## config.mk

```make
export PLATFORM = sky130hd
export DESIGN_NAME = synth_divchain
export DESIGN_NICKNAME = d
export VERILOG_FILES = /design/src/rtl/sdc_pkg.sv /design/src/rtl/sdc_osc_div.sv /design/src/rtl/sdc_ref_div.sv /design/src/rtl/sdc_pfd_lock.sv /design/src/rtl/synth_divchain.sv
export SDC_FILE = /design/constraint.sdc
export NUM_CORES = 1
export LEC_CHECK = 0
export BUFFER_PORTS_ARGS = -buffer_cell sky130_fd_sc_hd__buf_4
export CAP_MARGIN = 20
export CORE_MARGIN = 5
export CORE_UTILIZATION = 50
export DETAILED_ROUTE_END_ITERATION = 6
export PLACE_DENSITY = 0.69
export SLEW_MARGIN = 40
export SYNTH_ARGS = -nofsm -noshare
export SYNTH_HDL_FRONTEND = slang
export SYNTH_SLANG_ARGS = --single-unit
```

## constraint.sdc

```tcl
create_clock -name clk -period 7 [get_ports clk]
set_clock_uncertainty 0.05 [all_clocks]
set_input_delay 0.35 -clock clk [delete_from_list [all_inputs] [get_ports clk]]
set_output_delay 0.35 -clock clk [all_outputs]
set_load 0.01 [all_outputs]
```

## src/rtl/sdc_pkg.sv

```systemverilog
package sdc_pkg;
  typedef enum logic [1:0] {
    TSEL_REF  = 2'b00,
    TSEL_HALF = 2'b01,
    TSEL_RSV2 = 2'b10,
    TSEL_RSV3 = 2'b11
  } tsel_e;
endpackage

```

## src/rtl/sdc_osc_div.sv

```systemverilog
module sdc_osc_div #(
  parameter int N_W       = 15,
  parameter int SW_W      = 5,
  parameter int RST_RATIO = 1024
) (
  input  logic           clk,
  input  logic           rst_n,
  input  logic           osc_pulse,
  input  logic [N_W-1:0] n_ratio,
  output logic           osc_tick,
  output logic           half_q
);
  localparam int M_W  = N_W - SW_W;
  localparam int PC_W = SW_W + 1;
  localparam logic [PC_W-1:0] LAST_LO = PC_W'((1 << SW_W) - 1);
  localparam logic [PC_W-1:0] LAST_HI = PC_W'(1 << SW_W);
  localparam logic [M_W-1:0]  M_RST   = M_W'(RST_RATIO >> SW_W);
  localparam logic [SW_W-1:0] A_RST   = SW_W'(RST_RATIO % (1 << SW_W));

  logic            half_d;
  logic [PC_W-1:0] pre_q, pre_d, pre_last;
  logic [M_W-1:0]  m_cnt_q, m_cnt_d, m_lat_q, m_lat_d;
  logic [SW_W-1:0] a_lat_q, a_lat_d;

  // prescaler runs at 33 while the main count is below the swallow value
  always_comb begin
    half_d   = half_q;
    pre_d    = pre_q;
    m_cnt_d  = m_cnt_q;
    m_lat_d  = m_lat_q;
    a_lat_d  = a_lat_q;
    osc_tick = 1'b0;
    pre_last = (m_cnt_q < M_W'(a_lat_q)) ? LAST_HI : LAST_LO;
    if (osc_pulse) begin
      half_d = ~half_q;
      if (half_q) begin
        if (pre_q == pre_last) begin
          pre_d = '0;
          if (m_cnt_q == m_lat_q - M_W'(1)) begin
            m_cnt_d  = '0;
            m_lat_d  = n_ratio[N_W-1:SW_W];
            a_lat_d  = n_ratio[SW_W-1:0];
            osc_tick = 1'b1;
          end else begin
            m_cnt_d = m_cnt_q + M_W'(1);
          end
        end else begin
          pre_d = pre_q + PC_W'(1);
        end
      end
    end
  end

  always_ff @(posedge clk or negedge rst_n) begin
    if (!rst_n) begin
      half_q  <= 1'b0;
      pre_q   <= '0;
      m_cnt_q <= '0;
      m_lat_q <= M_RST;
      a_lat_q <= A_RST;
    end else if (osc_pulse) begin
      half_q  <= half_d;
      pre_q   <= pre_d;
      m_cnt_q <= m_cnt_d;
      m_lat_q <= m_lat_d;
      a_lat_q <= a_lat_d;
    end
  end
endmodule

```

## src/rtl/sdc_ref_div.sv

```systemverilog
module sdc_ref_div #(
  parameter int REF_LOG = 6
) (
  input  logic clk,
  input  logic rst_n,
  input  logic xtal_pulse,
  input  logic ref_fast,
  output logic ref_tick
);
  localparam int REF_W = REF_LOG + 1;
  localparam logic [REF_W-1:0] TERM_FAST = REF_W'((1 << REF_LOG) - 1);
  localparam logic [REF_W-1:0] TERM_SLOW = REF_W'((1 << (REF_LOG + 1)) - 1);

  logic [REF_W-1:0] cnt_q, cnt_d, term;

  always_comb begin
    term     = ref_fast ? TERM_FAST : TERM_SLOW;
    ref_tick = xtal_pulse && (cnt_q >= term);
    cnt_d    = ref_tick ? '0 : cnt_q + REF_W'(1);
  end

  always_ff @(posedge clk or negedge rst_n) begin
    if (!rst_n)          cnt_q <= '0;
    else if (xtal_pulse) cnt_q <= cnt_d;
  end
endmodule

```

## src/rtl/sdc_pfd_lock.sv

```systemverilog
module sdc_pfd_lock #(
  parameter int WIN      = 2,
  parameter int LOCK_CNT = 4
) (
  input  logic clk,
  input  logic rst_n,
  input  logic ref_tick,
  input  logic osc_tick,
  output logic up_q,
  output logic dn_q,
  output logic lock_q
);
  localparam int SK_W = $clog2(WIN + 1);
  localparam int LK_W = $clog2(LOCK_CNT + 1);

  logic            up_n, dn_n, clr, pend, good;
  logic            up_d, dn_d, lock_d;
  logic [SK_W-1:0] sk_q, sk_d;
  logic [LK_W-1:0] gc_q, gc_d;

  always_comb begin
    up_n   = up_q | ref_tick;
    dn_n   = dn_q | osc_tick;
    clr    = up_n & dn_n;
    pend   = up_q | dn_q;
    good   = !pend || (sk_q < SK_W'(WIN));
    up_d   = up_n;
    dn_d   = dn_n;
    sk_d   = sk_q;
    gc_d   = gc_q;
    lock_d = lock_q;
    if (clr) begin
      up_d = 1'b0;
      dn_d = 1'b0;
      sk_d = '0;
      if (good) begin
        if (gc_q != LK_W'(LOCK_CNT)) gc_d = gc_q + LK_W'(1);
        lock_d = (gc_q >= LK_W'(LOCK_CNT - 1));
      end else begin
        gc_d   = '0;
        lock_d = 1'b0;
      end
    end else if (pend) begin
      if (sk_q != SK_W'(WIN)) sk_d = sk_q + SK_W'(1);
    end else begin
      sk_d = '0;
    end
  end

  always_ff @(posedge clk or negedge rst_n) begin
    if (!rst_n) begin
      up_q   <= 1'b0;
      dn_q   <= 1'b0;
      sk_q   <= '0;
      gc_q   <= '0;
      lock_q <= 1'b0;
    end else begin
      up_q   <= up_d;
      dn_q   <= dn_d;
      sk_q   <= sk_d;
      gc_q   <= gc_d;
      lock_q <= lock_d;
    end
  end
endmodule

```

## src/rtl/synth_divchain.sv

```systemverilog
module synth_divchain
  import sdc_pkg::*;
#(
  parameter int N_W       = 15,
  parameter int SW_W      = 5,
  parameter int RST_RATIO = 1024,
  parameter int REF_LOG   = 6,
  parameter int WIN       = 2,
  parameter int LOCK_CNT  = 4
) (
  input  logic           clk,
  input  logic           rst_n,
  input  logic           osc_pulse,
  input  logic           xtal_pulse,
  input  logic [N_W-1:0] n_ratio,
  input  logic           ref_fast,
  input  logic           pump_off,
  input  logic           test_en,
  input  logic [1:0]     tmode_sel,
  output logic           div_osc_pulse,
  output logic           div_ref_pulse,
  output logic           pump_up,
  output logic           pump_dn,
  output logic           lock,
  output logic           test_out
);
  logic osc_tick, half_q, ref_tick, up_q, dn_q, test_d;

  sdc_osc_div #(.N_W(N_W), .SW_W(SW_W), .RST_RATIO(RST_RATIO)) u_osc (
    .clk(clk), .rst_n(rst_n), .osc_pulse(osc_pulse), .n_ratio(n_ratio),
    .osc_tick(osc_tick), .half_q(half_q)
  );

  sdc_ref_div #(.REF_LOG(REF_LOG)) u_ref (
    .clk(clk), .rst_n(rst_n), .xtal_pulse(xtal_pulse), .ref_fast(ref_fast),
    .ref_tick(ref_tick)
  );

  sdc_pfd_lock #(.WIN(WIN), .LOCK_CNT(LOCK_CNT)) u_pfd (
    .clk(clk), .rst_n(rst_n), .ref_tick(ref_tick), .osc_tick(osc_tick),
    .up_q(up_q), .dn_q(dn_q), .lock_q(lock)
  );

  always_comb begin
    test_d = 1'b0;
    if (test_en) begin
      case (tsel_e'(tmode_sel))
        TSEL_REF:  test_d = ref_tick;
        TSEL_HALF: test_d = half_q;
        default:   test_d = 1'b0;
      endcase
    end
  end

  always_ff @(posedge clk or negedge rst_n) begin
    if (!rst_n) begin
      div_osc_pulse <= 1'b0;
      div_ref_pulse <= 1'b0;
      test_out      <= 1'b0;
    end else begin
      div_osc_pulse <= osc_tick;
      div_ref_pulse <= ref_tick;
      test_out      <= test_d;
    end
  end

  assign pump_up = up_q & ~pump_off;
  assign pump_dn = dn_q & ~pump_off;
endmodule

```

==> impl_metrics.json <==
{
  "status": "finished, final reports clean",
  "p_clk_share_pct": 28.5,
  "ys_seq_area_share_pct": 43.1,
  "layout_commonest_cell": "dfrtp_1",
  "dp_cells": 391,
  "critPathArrivalTime_ns": 3.13,
  "avgSynthCellArea_um2": 9.72,
  "clk_pin_slew_ns": 0.08,
  "max_stage_delay_ns": 0.54,
  "wl_per_cell_um": 13.7,
  "drc_errors": 0,
  "ys_async_sr_fraction_pct": 100,
  "place.gp.congestion": 0.876,
  "fin_cells": 398,
  "nNetsFinal": 363,
  "cp_cell_sequence": "ha_1, a21oi_1, o21ai_0, a31oi_2, mux2i_4, and2_4, and2_4, mux2_4",
  "synthTopCellsByArea": "dfrtp_1, ha_1, nand2_1",
  "synth_cell_types": 54,
  "synth_warnings": 0,
  "hp-class": "input pin to asynchronous set/reset pin",
  "hold_buffers": 0,
  "worstPathBufferInverterCount": 0,
  "rsz0062_at_grt": "no",
  "yosys.area.top_type": "dfrtp_1",
  "fp-row-count": 27,
  "die_w_um": 86.2,
  "cp_max_fo": 28,
  "cts_max_level": 2,
  "met2_usage_pct": 25.9,
  "synth.top_cell.area_share_pct": 42.2,
  "antenna_cells": 0,
  "worst_path_max_delay_cell": "dfrtp_1",
  "cts_buffer_depth": 2,
  "post-route-period-util_pct": 42.8,
  "dieArea_um2": 7430,
  "cts_buffers": 5,
  "nFillCells": 507,
  "post_drt_via_cell_ratio": 5.54,
  "cts_setup_buffers": 0,
  "maxCapViolCount": 0,
  "antenna_found_initial": 0,
  "cts_resized": 0,
  "die_h_um": 86.2,
  "grt_busiest_layer": "met2",
  "cts_tree": "done",
  "layout_common_cells": "dfrtp_1, nand2_1, buf_4",
  "grt_usage_pct": 16.4,
  "pin_count": 30,
  "start_util_pct": 52.1,
  "crit_type": "flip-flop to flip-flop",
  "grt_pass1_wl_mm": 9.87,
  "crit_path_end_kind": "flip-flop",
  "cts.sinks": 50,
  "grt_start_max_net_pins": 51,
  "syn_inst": 299,
  "grt_pass1_vias": 2147,
  "post-route-min-period_ns": 2.99,
  "syn_area_um2": 2910,
  "drt_iter0_drc": 119,
  "setup_tns_ns": 0,
  "multiInputGateArea_um2": 1520,
  "ys.flop_type": "dfrtp_1",
  "irDropWorstVdd_v": 0.000142,
  "worstMarginPinSlew_ns": 0.628,
  "seqCellArea_um2": 1250,
  "area_growth_pct": 12.1,
  "vias": 2206,
  "switching_share_pct": 29.8,
  "coreArea_um2": 5570,
  "p_comb_share_pct": 18.7,
  "globalRouteOverflowTotal": 0,
  "critPathLaunchType": "flip-flop",
  "pwr-share-seq_pct": 52.8,
  "intPower_uw": 493,
  "slew_headroom_pct": 58.2,
  "power_switching_uw": 210,
  "final-hold-violation-count": 0,
  "critical-path-top-delay-family": "multiplexers",
  "cts_root_buf": "clkbuf_8",
  "max_freq_mhz": 334,
  "drive_above_1_share_pct": 18.1,
  "detail-route-antenna-nets": 0,
  "port_buffers": 29,
  "synth-edff-count": 0,
  "total_power_uw": 703,
  "routed_wl_mm": 5.45,
  "finalSetupViolations": 0,
  "dr.pass1.iters": 4,
  "finalMaxSlewViolations": 0,
  "p_leak_nw": 1.46,
  "clk_latency_ns": 0.30,
  "power_density_nw_per_um2": 216,
  "ys_ff_latch": 50,
  "hpwl_mm": 3.94,
  "synthesis.nets": 336,
  "cpMostUsedCell": "and2_4",
  "critical_path_required_ns": 7.14,
  "globalRouteMet1Util_pct": 22.5,
  "met3_usage_pct": 3.42
}
cell usage after synthesis (all sizes together), types with 6 or more instances:
master  instances
ha             13
xnor2          13
mux2            7
dfrtp          49
nand3          12
a21oi          10
nor2           18
inv            19
o21ai          33
nor2b           8
nand2          35
nor3            9
mux2i           6
through the flow:
| step | util, % | hold WS, ns | worst slack, ns | area, µm² |
|---|---|---|---|---|
| 6_report | 58.4 | 0.0141 | 4.01 | 3260 |
| 5_1_grt | 58.4 | 0.0613 | 3.82 | 3260 |
| 4_1_cts | 58.4 | 0.0352 | 3.99 | 3260 |
| 3_5_place_dp | 56.5 | 0.372 | 4.01 | 3150 |
| 3_3_place_gp | 56.5 | 0.369 | 4.07 | 3150 |
| 2_1_floorplan | - | 0.00441 | 4.38 | 2910 |
state kept, by name, indices dropped and copies added (netlist names):
signal         count
u_pfd.dn_q         1
div_osc_pulse      1
u_pfd.lock_q       1
test_out           1
u_osc.pre_q        6
div_ref_pulse      1
u_pfd.sk_q         2
u_pfd.gc_q         3
u_ref.cnt_q        7
u_osc.half_q       1
u_osc.m_cnt_q     10
u_pfd.up_q         1
u_osc.m_lat_q     10
u_osc.a_lat_q      5
power groups by stage:
stage	clock [mW]	sequential, mW	combinational [mW]
finish	0.200	0.371	0.132
global route	0.221	0.380	0.155
CTS	0.207	0.371	0.134
detailed placement	0	0.375	0.135
global placement	0	0.375	0.130
floorplan	0	0.366	0.0967
layout make-up:
class | instances | area share [%]
Tap cell | 72 | 2.77
Multi-Input combinational cell | 221 | 46.6
Timing Repair Buffer | 29 | 6.69
Inverter | 19 | 2.19
Clock inverter | 2 | 1.19
Clock buffer | 5 | 2.11
Sequential cell | 50 | 38.5
layer usage:
layer | routed length [µm] | vias to the layer above
met4 | 106 | 0
met1 | 2630 | 1036
met3 | 262 | 15
li1 | - | 1106
met5 | 0 | -
met2 | 2450 | 49
final timing paths:
path                            slack [ns]                         start  depth (start not counted)                            to
worst max-delay path                  4.01  u_osc.m_cnt_q[2]$_DFFE_PN0P_                          8  u_osc.a_lat_q[0]$_DFFE_PN0P_
worst max register to register        4.01  u_osc.m_cnt_q[2]$_DFFE_PN0P_                          8  u_osc.a_lat_q[0]$_DFFE_PN0P_
worst min-delay path                  0.01                         rst_n                          1    u_osc.pre_q[4]$_DFFE_PN0P_
max in group asynchronous             6.48                         rst_n                          1  u_osc.m_cnt_q[3]$_DFFE_PN0P_
min in group clk                      0.14                  tmode_sel[1]                          2            test_out$_DFF_PN0_
worst min register to register        0.47      u_osc.half_q$_DFFE_PN0P_                          1      u_osc.half_q$_DFFE_PN0P_
worst register-to-register path: cells and delay by family (launching register included):
kind	cells	cell delay, ns
multiplexers	2	0.79
flip-flops	1	0.54
AND/OR/NAND/NOR	2	0.65
adder cells (fa/ha/maj)	1	0.31
AO/OA/AOI/OAI	3	0.55
cells by family after synthesis:
group	after synthesis	synth area share, %
adder cells (fa/ha/maj)	13	5.60
XOR/XNOR	18	5.43
buffers and inverters	28	4.69
AO/OA/AOI/OAI	64	14.5
multiplexers	13	6.12
AND/OR/NAND/NOR	113	20.5
flip-flops	50	43.1
(Power assumes the default switching activity.)
